==> src/rtl/ppe_pkg.sv <==
package ppe_pkg;
  typedef enum logic {
    DIR_READ  = 1'b0,
    DIR_WRITE = 1'b1
  } dir_e;

  localparam int unsigned EVT_THR = 0;
  localparam int unsigned EVT_CNT = 1;
endpackage

==> src/rtl/ppe_hwfifo.sv <==
module ppe_hwfifo #(
  parameter int unsigned DEPTH = 32
) (
  input  logic                     clk,
  input  logic                     rst_n,
  input  logic                     clr,
  input  logic [1:0]               push_n,
  input  logic [31:0]              push_data,
  input  logic [1:0]               pop_n,
  output logic [31:0]              head_data,
  output logic [$clog2(DEPTH):0]   level
);
  localparam int unsigned AW = $clog2(DEPTH);
  localparam int unsigned LW = AW + 1;

  logic [15:0]   mem [DEPTH];
  logic [AW-1:0] wp_q, wp_d, rp_q, rp_d;
  logic [LW-1:0] lvl_q, lvl_d;
  logic [AW-1:0] wp1, rp1;

  assign wp1 = wp_q + AW'(1);
  assign rp1 = rp_q + AW'(1);
  assign head_data = {mem[rp1], mem[rp_q]};
  assign level = lvl_q;

  always_comb begin
    if (clr) begin
      wp_d  = '0;
      rp_d  = '0;
      lvl_d = '0;
    end else begin
      wp_d  = wp_q + AW'(push_n);
      rp_d  = rp_q + AW'(pop_n);
      lvl_d = lvl_q + LW'(push_n) - LW'(pop_n);
    end
  end

  always_ff @(posedge clk or negedge rst_n) begin
    if (!rst_n) begin
      wp_q  <= '0;
      rp_q  <= '0;
      lvl_q <= '0;
    end else begin
      wp_q  <= wp_d;
      rp_q  <= rp_d;
      lvl_q <= lvl_d;
    end
  end

  always_ff @(posedge clk) begin
    if (!clr && push_n != 2'd0) mem[wp_q] <= push_data[15:0];
    if (!clr && push_n == 2'd2) mem[wp1]  <= push_data[31:16];
  end

  p_no_overflow_r5: assert property (@(posedge clk) disable iff (!rst_n)
    (8'(lvl_q) + 8'(push_n)) <= 8'(DEPTH))
    else $error("fifo overflow");

  p_no_underflow_r5: assert property (@(posedge clk) disable iff (!rst_n)
    8'(pop_n) <= 8'(lvl_q))
    else $error("fifo underflow");
endmodule

==> src/rtl/ppe_ctrl.sv <==
module ppe_ctrl
  import ppe_pkg::*;
#(
  parameter int unsigned FIFO_BYTES = 64,
  parameter int unsigned LEN_W      = 16
) (
  input  logic                          clk,
  input  logic                          rst_n,
  input  logic                          start,
  input  logic                          stop,
  input  logic                          cfg_dir,
  input  logic                          cfg_dma,
  input  logic [$clog2(FIFO_BYTES):0]   cfg_thresh,
  input  logic [LEN_W-1:0]              cfg_len,
  input  logic [$clog2(FIFO_BYTES/2):0] level,
  input  logic [31:0]                   head_data,
  input  logic                          h_rd_ready,
  input  logic                          h_wr_valid,
  input  logic [31:0]                   h_wr_data,
  input  logic                          fl_rd_valid,
  input  logic [15:0]                   fl_rd_data,
  input  logic                          fl_wr_ready,
  output logic                          active,
  output dir_e                          dir,
  output logic                          dma_on,
  output logic [$clog2(FIFO_BYTES):0]   thr,
  output logic [LEN_W-1:0]              remain,
  output logic [$clog2(FIFO_BYTES):0]   fifo_count,
  output logic                          host_left_nz,
  output logic                          last_beat,
  output logic                          start_refused,
  output logic [1:0]                    push_n,
  output logic [31:0]                   push_data,
  output logic [1:0]                    pop_n,
  output logic                          h_rd_valid,
  output logic                          h_wr_ready,
  output logic                          fl_rd_ready,
  output logic                          fl_wr_valid,
  output logic [15:0]                   fl_wr_data
);
  localparam int unsigned DEPTH = FIFO_BYTES / 2;
  localparam int unsigned LW    = $clog2(DEPTH) + 1;
  localparam int unsigned CW    = $clog2(FIFO_BYTES) + 1;

  logic             active_q, active_d;
  dir_e             dir_q, dir_d;
  logic             dma_q, dma_d;
  logic [CW-1:0]    thr_q, thr_d;
  logic [LEN_W-1:0] remain_q, remain_d;
  logic [LEN_W-1:0] hleft_q, hleft_d;
  logic             refused_q, refused_d;
  logic             cfg_en, start_ok;
  logic             is_rd, is_wr;
  logic             rd_hs, wr_hs, frd_hs, fwr_hs, fl_beat;
  logic [CW-1:0]    fill_bytes;

  assign is_rd = active_q && (dir_q == DIR_READ);
  assign is_wr = active_q && (dir_q == DIR_WRITE);
  assign fill_bytes = {level, 1'b0};

  assign h_rd_valid  = is_rd && (level >= LW'(2));
  assign h_wr_ready  = is_wr && ((LW'(DEPTH) - level) >= LW'(2)) && (hleft_q != '0);
  assign fl_rd_ready = is_rd && (remain_q != '0) && (level < LW'(DEPTH));
  assign fl_wr_valid = is_wr && (level != '0);
  assign fl_wr_data  = head_data[15:0];

  assign rd_hs   = h_rd_valid && h_rd_ready;
  assign wr_hs   = h_wr_valid && h_wr_ready;
  assign frd_hs  = fl_rd_valid && fl_rd_ready;
  assign fwr_hs  = fl_wr_valid && fl_wr_ready;
  assign fl_beat = frd_hs || fwr_hs;

  always_comb begin
    push_n    = 2'd0;
    push_data = h_wr_data;
    pop_n     = 2'd0;
    if (frd_hs) begin
      push_n    = 2'd1;
      push_data = {16'h0000, fl_rd_data};
    end else if (wr_hs) begin
      push_n = 2'd2;
    end
    if (rd_hs)       pop_n = 2'd2;
    else if (fwr_hs) pop_n = 2'd1;
  end

  always_comb begin
    if (!active_q)  fifo_count = '0;
    else if (is_wr) fifo_count = CW'(FIFO_BYTES) - fill_bytes;
    else            fifo_count = fill_bytes;
  end

  assign start_ok  = start && !active_q && !stop;
  assign cfg_en    = start_ok || stop;
  assign last_beat = fl_beat && (remain_q == LEN_W'(2));

  always_comb begin
    active_d  = active_q;
    dir_d     = dir_q;
    dma_d     = dma_q;
    thr_d     = thr_q;
    remain_d  = remain_q;
    hleft_d   = hleft_q;
    refused_d = start && active_q && !stop;
    if (stop) begin
      active_d = 1'b0;
      dir_d    = DIR_READ;
      dma_d    = 1'b0;
      thr_d    = '0;
      remain_d = '0;
      hleft_d  = '0;
    end else if (start_ok) begin
      active_d = 1'b1;
      dir_d    = dir_e'(cfg_dir);
      dma_d    = cfg_dma;
      thr_d    = cfg_thresh;
      remain_d = cfg_len;
      hleft_d  = cfg_dir ? cfg_len : '0;
    end else begin
      if (fl_beat) remain_d = remain_q - LEN_W'(2);
      if (wr_hs)   hleft_d  = hleft_q - LEN_W'(4);
    end
  end

  always_ff @(posedge clk or negedge rst_n) begin
    if (!rst_n) begin
      active_q  <= 1'b0;
      dir_q     <= DIR_READ;
      dma_q     <= 1'b0;
      thr_q     <= '0;
      remain_q  <= '0;
      hleft_q   <= '0;
      refused_q <= 1'b0;
    end else begin
      active_q  <= active_d;
      refused_q <= refused_d;
      remain_q  <= remain_d;
      hleft_q   <= hleft_d;
      if (cfg_en) begin
        dir_q <= dir_d;
        dma_q <= dma_d;
        thr_q <= thr_d;
      end
    end
  end

  assign active        = active_q;
  assign dir           = dir_q;
  assign dma_on        = dma_q;
  assign thr           = thr_q;
  assign remain        = remain_q;
  assign host_left_nz  = (hleft_q != '0);
  assign start_refused = refused_q;

  p_refuse_r3: assert property (@(posedge clk) disable iff (!rst_n)
    (start && active_q && !stop) |=> (start_refused && active_q &&
      dir_q == $past(dir_q) && thr_q == $past(thr_q)))
    else $error("busy start not refused cleanly");

  p_remain_mono_r4: assert property (@(posedge clk) disable iff (!rst_n)
    (active_q && !stop) |=> (remain_q <= $past(remain_q)))
    else $error("remaining count grew during transfer");

  p_write_drain_r7: assert property (@(posedge clk) disable iff (!rst_n)
    (is_wr && remain_q == '0) |-> (level == '0))
    else $error("remaining count zero with data still buffered");
endmodule

==> src/rtl/ppe_events.sv <==
module ppe_events
  import ppe_pkg::*;
#(
  parameter int unsigned CW = 7
) (
  input  logic          clk,
  input  logic          rst_n,
  input  logic          active,
  input  logic          stop,
  input  dir_e          dir,
  input  logic          dma_on,
  input  logic [CW-1:0] thr,
  input  logic [CW-1:0] fifo_count,
  input  logic          host_left_nz,
  input  logic          last_beat,
  input  logic [1:0]    evt_en,
  input  logic [1:0]    evt_clr,
  output logic [1:0]    status,
  output logic          irq,
  output logic          dma_req
);
  logic       above_now, above_q, above_d;
  logic [1:0] status_q, status_d, set_v;

  assign above_now = active && (fifo_count >= thr);

  always_comb begin
    set_v          = 2'b00;
    set_v[EVT_THR] = above_now && !above_q;
    set_v[EVT_CNT] = last_beat;
    if (stop) begin
      status_d = 2'b00;
      above_d  = 1'b0;
    end else begin
      status_d = (status_q & ~evt_clr) | set_v;
      above_d  = above_now;
    end
  end

  always_ff @(posedge clk or negedge rst_n) begin
    if (!rst_n) begin
      status_q <= 2'b00;
      above_q  <= 1'b0;
    end else begin
      status_q <= status_d;
      above_q  <= above_d;
    end
  end

  assign status  = status_q;
  assign irq     = |(status_q & evt_en);
  assign dma_req = dma_on && above_now && ((dir == DIR_READ) || host_left_nz);

  p_thr_evt_r8: assert property (@(posedge clk) disable iff (!rst_n)
    (above_now && !above_q && !stop) |=> status_q[EVT_THR])
    else $error("threshold crossing not recorded");
endmodule

==> src/rtl/prefetch_post_engine.sv <==
module prefetch_post_engine
  import ppe_pkg::*;
#(
  parameter int unsigned FIFO_BYTES = 64,
  parameter int unsigned LEN_W      = 16
) (
  input  logic                        clk,
  input  logic                        rst_n,
  input  logic                        start,
  input  logic                        stop,
  input  logic                        cfg_dir,
  input  logic                        cfg_dma,
  input  logic [$clog2(FIFO_BYTES):0] cfg_thresh,
  input  logic [LEN_W-1:0]            cfg_len,
  output logic                        busy,
  output logic                        start_refused,
  output logic [$clog2(FIFO_BYTES):0] fifo_count,
  output logic [LEN_W-1:0]            remain,
  input  logic [1:0]                  evt_en,
  input  logic [1:0]                  evt_clr,
  output logic [1:0]                  evt_status,
  output logic                        irq,
  output logic                        dma_req,
  output logic                        h_rd_valid,
  input  logic                        h_rd_ready,
  output logic [31:0]                 h_rd_data,
  input  logic                        h_wr_valid,
  output logic                        h_wr_ready,
  input  logic [31:0]                 h_wr_data,
  input  logic                        fl_rd_valid,
  output logic                        fl_rd_ready,
  input  logic [15:0]                 fl_rd_data,
  output logic                        fl_wr_valid,
  input  logic                        fl_wr_ready,
  output logic [15:0]                 fl_wr_data
);
  localparam int unsigned DEPTH = FIFO_BYTES / 2;
  localparam int unsigned LW    = $clog2(DEPTH) + 1;
  localparam int unsigned CW    = $clog2(FIFO_BYTES) + 1;

  logic [LW-1:0] level;
  logic [31:0]   head_data;
  logic [1:0]    push_n, pop_n;
  logic [31:0]   push_data;
  logic          active, dma_on, host_left_nz, last_beat;
  dir_e          dir;
  logic [CW-1:0] thr;

  ppe_hwfifo #(.DEPTH(DEPTH)) u_fifo (
    .clk       (clk),
    .rst_n     (rst_n),
    .clr       (stop),
    .push_n    (push_n),
    .push_data (push_data),
    .pop_n     (pop_n),
    .head_data (head_data),
    .level     (level)
  );

  ppe_ctrl #(.FIFO_BYTES(FIFO_BYTES), .LEN_W(LEN_W)) u_ctrl (
    .clk           (clk),
    .rst_n         (rst_n),
    .start         (start),
    .stop          (stop),
    .cfg_dir       (cfg_dir),
    .cfg_dma       (cfg_dma),
    .cfg_thresh    (cfg_thresh),
    .cfg_len       (cfg_len),
    .level         (level),
    .head_data     (head_data),
    .h_rd_ready    (h_rd_ready),
    .h_wr_valid    (h_wr_valid),
    .h_wr_data     (h_wr_data),
    .fl_rd_valid   (fl_rd_valid),
    .fl_rd_data    (fl_rd_data),
    .fl_wr_ready   (fl_wr_ready),
    .active        (active),
    .dir           (dir),
    .dma_on        (dma_on),
    .thr           (thr),
    .remain        (remain),
    .fifo_count    (fifo_count),
    .host_left_nz  (host_left_nz),
    .last_beat     (last_beat),
    .start_refused (start_refused),
    .push_n        (push_n),
    .push_data     (push_data),
    .pop_n         (pop_n),
    .h_rd_valid    (h_rd_valid),
    .h_wr_ready    (h_wr_ready),
    .fl_rd_ready   (fl_rd_ready),
    .fl_wr_valid   (fl_wr_valid),
    .fl_wr_data    (fl_wr_data)
  );

  ppe_events #(.CW(CW)) u_evt (
    .clk          (clk),
    .rst_n        (rst_n),
    .active       (active),
    .stop         (stop),
    .dir          (dir),
    .dma_on       (dma_on),
    .thr          (thr),
    .fifo_count   (fifo_count),
    .host_left_nz (host_left_nz),
    .last_beat    (last_beat),
    .evt_en       (evt_en),
    .evt_clr      (evt_clr),
    .status       (evt_status),
    .irq          (irq),
    .dma_req      (dma_req)
  );

  assign busy      = active;
  assign h_rd_data = head_data;

  p_count_evt_r9: assert property (@(posedge clk) disable iff (!rst_n)
    ($past(active) && active && $past(remain) != '0 && remain == '0)
      |-> evt_status[EVT_CNT])
    else $error("count event missing when remaining count drained");

  p_dma_req_r11: assert property (@(posedge clk) disable iff (!rst_n)
    dma_req |-> (busy && fifo_count >= thr))
    else $error("dma request without threshold data or space");

  p_idle_r12: assert property (@(posedge clk) disable iff (!rst_n)
    $past(stop) |-> (!busy && fifo_count == '0 && remain == '0 && evt_status == 2'b00))
    else $error("stop did not clear the engine");
endmodule

==> config.mk <==
export PLATFORM = sky130hd
export DESIGN_NAME = prefetch_post_engine
export DESIGN_NICKNAME = d
export VERILOG_FILES = /design/src/rtl/ppe_pkg.sv /design/src/rtl/ppe_hwfifo.sv /design/src/rtl/ppe_ctrl.sv /design/src/rtl/ppe_events.sv /design/src/rtl/prefetch_post_engine.sv
export SDC_FILE = /design/constraint.sdc
export NUM_CORES = 2
export LEC_CHECK = 0
export ABC_CLOCK_PERIOD_IN_PS = 5480
export BUFFER_PORTS_ARGS = -buffer_cell sky130_fd_sc_hd__buf_2
export CAP_MARGIN = 25
export CELL_PAD_IN_SITES_DETAIL_PLACEMENT = 1
export CELL_PAD_IN_SITES_GLOBAL_PLACEMENT = 2
export CORE_MARGIN = 5
export CORE_UTILIZATION = 45
export DETAILED_ROUTE_END_ITERATION = 12
export MAX_ROUTING_LAYER = met4
export PLACE_DENSITY_LB_ADDON = 0.1
export RECOVER_POWER = 50
export SLEW_MARGIN = 10
export SYNTH_ARGS = -nofsm -noshare
export SYNTH_HDL_FRONTEND = slang
export SYNTH_HIERARCHICAL = 1
export SYNTH_SLANG_ARGS = --single-unit
export TNS_END_PERCENT = 20
==> constraint.sdc <==
create_clock -name clk -period 5.48 [get_ports clk]
set_input_delay 1.096 -clock clk [delete_from_list [all_inputs] [get_ports clk]]
set_output_delay 1.096 -clock clk [all_outputs]
set_load 0.05 [all_outputs]
; Yosys cells after proc, flatten, opt, wreduce, memory -nomap -nowiden
; Memories as Yosys holds them, arrays and structs flattened.
; Index checks and enable logic that the tools add are counted.
[word_totals]
memories = 1
regBits = 62
ramBits = 512
in_bits = 85
out_inout_bits = 81
elab_cells = 103
[classes]
reduce_logical = 38
bitwise = 5
n_eq_ne = 2
addsub = 10
n_lt_le_gt_ge = 4
n_mux = 31
[memory_table]
columns = memory, words, width, read_ports, rd_ports_with_merged_regs, write_ports, line
row1 = u_fifo.mem, 32, 16, 2, 0, 2, ppe_hwfifo.sv:16  ; logic [15:0] mem [DEPTH];
[ops]
columns = cell, count
row1 = 16-bit two-way mux, 7
row2 = 32-bit two-way mux, 1
row3 = 16-bit nonzero test, 2
row4 = 7-bit two-way mux, 4
row5 = 1-bit logical AND, 23
row6 = "16-bit by 2-bit equality test with 1-bit output, second input constant", 1
row7 = "16-bit by 2-bit subtractor with 16-bit output, second input constant", 1
row8 = "16-bit by 3-bit subtractor with 16-bit output, second input constant", 1
row9 = "6-bit by 2-bit greater-or-equal comparator with 1-bit output, second input constant", 2
row10 = 1-bit two-way mux, 12
row11 = "5-bit by 1-bit adder with 5-bit output, second input constant", 2
row12 = 5-bit by 2-bit adder with 5-bit output, 2
row13 = 5-bit two-way mux, 2
row14 = 2-bit two-way mux, 4
row15 = 7-bit greater-or-equal comparator, 1
row16 = "7-bit subtractor, first input constant", 1
row17 = 6-bit by 2-bit adder with 6-bit output, 1
row18 = "6-bit < comparator, second input constant", 1
row19 = 6-bit two-way mux, 1
row20 = 3-bit nonzero test, 2
row21 = 6-bit nonzero test, 1
row22 = 6-bit by 2-bit subtractor with 6-bit output, 1
row23 = "6-bit subtractor, first input constant", 1
row24 = 2-bit AND, 2
row25 = 9 further kinds, 14

; Longest topological paths before layout
[depth]
ltp_word = 11
ltp_mapped = 18
depth_no_buf = 15

; Cells and area by module
; The synthesis kept the hierarchy.
[by_module_without_submodules]
columns = mod, area_each_um2, cells_each, seq_area_each_um2, n_inst
row1 = ppe_hwfifo, 31869.3, 2076, 15775.1, 1
row2 = ppe_ctrl, 3583.4, 444, 1076.0, 1
row3 = ppe_events, 314.1, 39, 75.1, 1

; Worst setup path after synthesis
; OpenSTA, ideal clock, no wires.
[synth_path]
path_kind = input to register
start = in fl_rd_valid
end = mem u_fifo.mem[13][0], enable pin
cell_stages = 10
t_required_ns = 5.069
n_path_buf = 3
setup_ns = 0.411
slack_ns = 1.252
t_arrival_ns = 3.817
cell_sequence = and4bb_2 -> o21ai_2 -> inv_2 -> buf_6 -> buf_2 -> buf_4 -> inv_1 -> a21oi_1 -> nand4b_1 -> o21ai_0
[synth_lines]
columns = element, line
row1 = start: declaration, prefetch_post_engine.sv:30  ; input logic fl_rd_valid,
row2 = end: declaration, ppe_hwfifo.sv:16

; Final worst setup path
[layout_path]
start = reg u_fifo.rp_q[0]
end = out h_rd_data[14]
[layout_between]
elab_chain_len = 1
[layout_rtl]
columns = element, line
row1 = start: declaration, ppe_hwfifo.sv:17  ; logic [AW-1:0] wp_q, wp_d, rp_q, rp_d;
row2 = start signal: assignment, ppe_hwfifo.sv:45  ; rp_q <= rp_d;
row3 = memory 32 x 16 bit, n/a
row4 = end: declaration, prefetch_post_engine.sv:26  ; output logic [31:0] h_rd_data,
; Every way passes these cells.

==> flow_metrics.tcl <==
set metrics [dict create \
    totalNegativeSetupSlack_ns 0 \
    ys_ff_latch 574 \
    first_global_vias 25658 \
    regArea_um2 16900 \
    critPathMaxFanout 53 \
    die_x_um 292 \
    cp.arrival_ns 4.16 \
    clock_sinks 574 \
    clkSlewWorstSetupHoldPaths_ns 0.06 \
    dieArea_um2 85200 \
    r2r_cells 9 \
    async_flop_share_pct 10.8 \
    syn-num-nets 2672 \
    skew_ns 0.0241 \
    wl_per_cell_um 32.8 \
    worst_pin_slew_ns 2.02 \
    ctsHtreeMaxLevel 3 \
    grt_use_total_pct 28.9 \
    hold_class "input port to async pin" \
    startpoint_type "flip-flop" \
    antenna_cells 0 \
    drv_slew 308 \
    cp-end-kind "output pin" \
    setup_viol_count_final 0 \
    syn_to_final_growth_pct 11.5 \
    layout.cells.non_filler 3744 \
    grt_start_max_net_pins 86 \
    cts_max_path_buffers 3 \
    clkLatencyLatePin_ns 0.61 \
    start_util_pct 45.3 \
    period_share_pct 96.0 \
    root_buffer "clkbuf_16" \
    power-per-cell-area_nw_per_um2 312 \
    ir_drop_mv 0.214 \
    cts_resized 0 \
    ys_warn_count 6 \
    max_cap_violations 15 \
    leakage_uw 0.0135 \
    grt_setup_unrepaired "no" \
    hold_slack_ns 0.367 \
    layout_common_cells "edfxtp_1, mux2_2, mux2i_1" \
    fin_nets 2751 \
    final_common_cell "edfxtp_1" \
    drtIter0Drc 2065 \
    cts_tree "yes" \
    place_congestion 0.888 \
    drive_gt1_share_pct 42.5 \
    gr-total-overflow 0 \
    worstPathRequired_ns 4.38 \
    ys_seq_area_share_pct 47.3 \
    core_um2 78900 \
    place_inst 3608 \
    cts_setup_buffers 0 \
    routed_wl_um 123000 \
    via_per_inst 6.52 \
    min_period_ns 5.26 \
    drtPass1Iterations 5 \
    multiInputGateArea_um2 17400 \
    outcome "finished, violations left" \
    fmax_mhz 190 \
    finalPower_uw 12400 \
    post-route-drc-count 0 \
    die-height_um 292 \
    io_pins 166 \
    postSynthAreaPerCell_um2 14.0 \
    ant_nets 0 \
    relSlewSlack_pct -34.9 \
    synthCells 2559 \
    hold_viol 0 \
    io_buffers 164 \
    n_fill_cell 7836 \
    synth_edf_count 512 \
    hpwlAfterDp_um 79900 \
    grt_pass1_wl_um 179000 \
    ctsHoldBuffers 0 \
    num_vias 24408 \
    violations "capacitance limit, slew limit" \
    ys.flop_type "edfxtp_1" \
    rows 103 \
    yosysUniqueCellTypes 107 \
    cts_made_buffers 69 \
    crit_type "flip-flop to output pin" \
    antenna_found_initial 0 \
    syn_area_um2 35800 \
]
-- routing by layer --
| metal | wire (um) | GRT usage [%] | part of all wire [%] | up-vias |
|---|---|---|---|---|
| met5 | 0 | - | 0 | - |
| met4 | 3020 | 7.39 | 2.5 | 0 |
| met3 | 7850 | 3.77 | 6.4 | 189 |
| met2 | 59900 | 46.6 | 49 | 932 |
| met1 | 52200 | 39.3 | 42 | 13038 |
| li1 | - | - | - | 10249 |
-- stage by stage --
stage          instance area [um^2]  setup slack (ns)  utilization [%]
2_1_floorplan                 35800              1.25                -
3_3_place_gp                  37600             0.959             47.6
3_5_place_dp                  37800             0.879             47.9
4_1_cts                       40000             0.221             50.7
5_1_grt                       39900            0.0437             50.6
6_report                      39900             0.220             50.6
-- worst paths after layout --
kind                                              start                       endpoint  slack [ns]
max in group asynchronous                         rst_n       u_fifo/rp_q[1]$_DFF_PN0_        1.37
setup / recovery               u_fifo/rp_q[0]$_DFF_PN0_                  h_rd_data[14]        0.22
min in group clk                u_evt/above_q$_DFF_PN0_      u_evt/status[0]$_DFF_PN0_        0.47
setup reg to reg           u_ctrl/remain[4]$_DFFE_PN0P_   u_fifo/mem[25][10]$_DFFE_PP_        0.33
hold reg to reg                 u_evt/above_q$_DFF_PN0_      u_evt/status[0]$_DFF_PN0_        0.47
hold / removal                                    rst_n  u_ctrl/remain[13]$_DFFE_PN0P_        0.37
-- area by class of cell --
class	instances	area share (%)
clock buffers	90	4.69
clock inverters	37	0.891
inverters	36	0.342
multi-input cells	1663	43.5
flip-flops and latches	574	42.5
well taps	1050	3.29
repair buffers	294	4.79
-- state kept, by name (all words and copies together) (netlist names) --
signal,cells
u_evt/above_q,1
u_fifo/mem,512
u_fifo/rp_q,5
u_fifo/level,6
u_fifo/wp_q,5
u_ctrl/start_refused,1
u_ctrl/dma_on,1
u_ctrl/hleft_q,16
u_evt/status,2
u_ctrl/dir,1
u_ctrl/active,1
u_ctrl/thr,7
u_ctrl/remain,16
-- where the power goes --
part | leakage (uW) | internal, uW | switching, uW | total [uW]
clock network | 0.00109 | 2700 | 1880 | 4580
registers | 0.00544 | 4920 | 110 | 5030
logic | 0.00702 | 1160 | 1670 | 2830
-- cell usage after synthesis (all sizes together) (14+ instances only) --
cell type	number	area [um^2]
mux2	512	5770
o21ai	37	200
mux2i	213	2130
a32o	23	230
clkbuf	145	544
edfxtp	512	15400
nor4	14	130
nor2	62	265
nor2b	15	93.8
ha	24	300
nor3	33	198
and2	30	190
xnor2	15	150
o221ai	17	155
a221oi	16	140
dfrtp	62	1550
nand3	16	118
a31oi	23	144
nand2	164	668
mux4	192	4320
nand2b	14	90.1
a22o	51	447
a21oi	54	285
buf	141	872
inv	36	143
-- cells by family after synthesis --
family / Yosys count / synth area share (%)
mux: 917 / 34.2
flops: 574 / 47.3
simple gates: 407 / 6.16
buf+inv: 322 / 4.36
compound gates: 289 / 6.30
fa+ha+maj: 28 / 1.06
xor+xnor: 21 / 0.609
other cells: 1 / 0.0105
-- worst max-delay path, stage by stage (launching register included) --
cell,delay (ns)
dfrtp_4,0.91
buf_4,0.78
mux4_2,0.60
mux2i_1,0.39
o221ai_1,0.38
buf_2,0.34
Power figures use the tool's default switching activity.
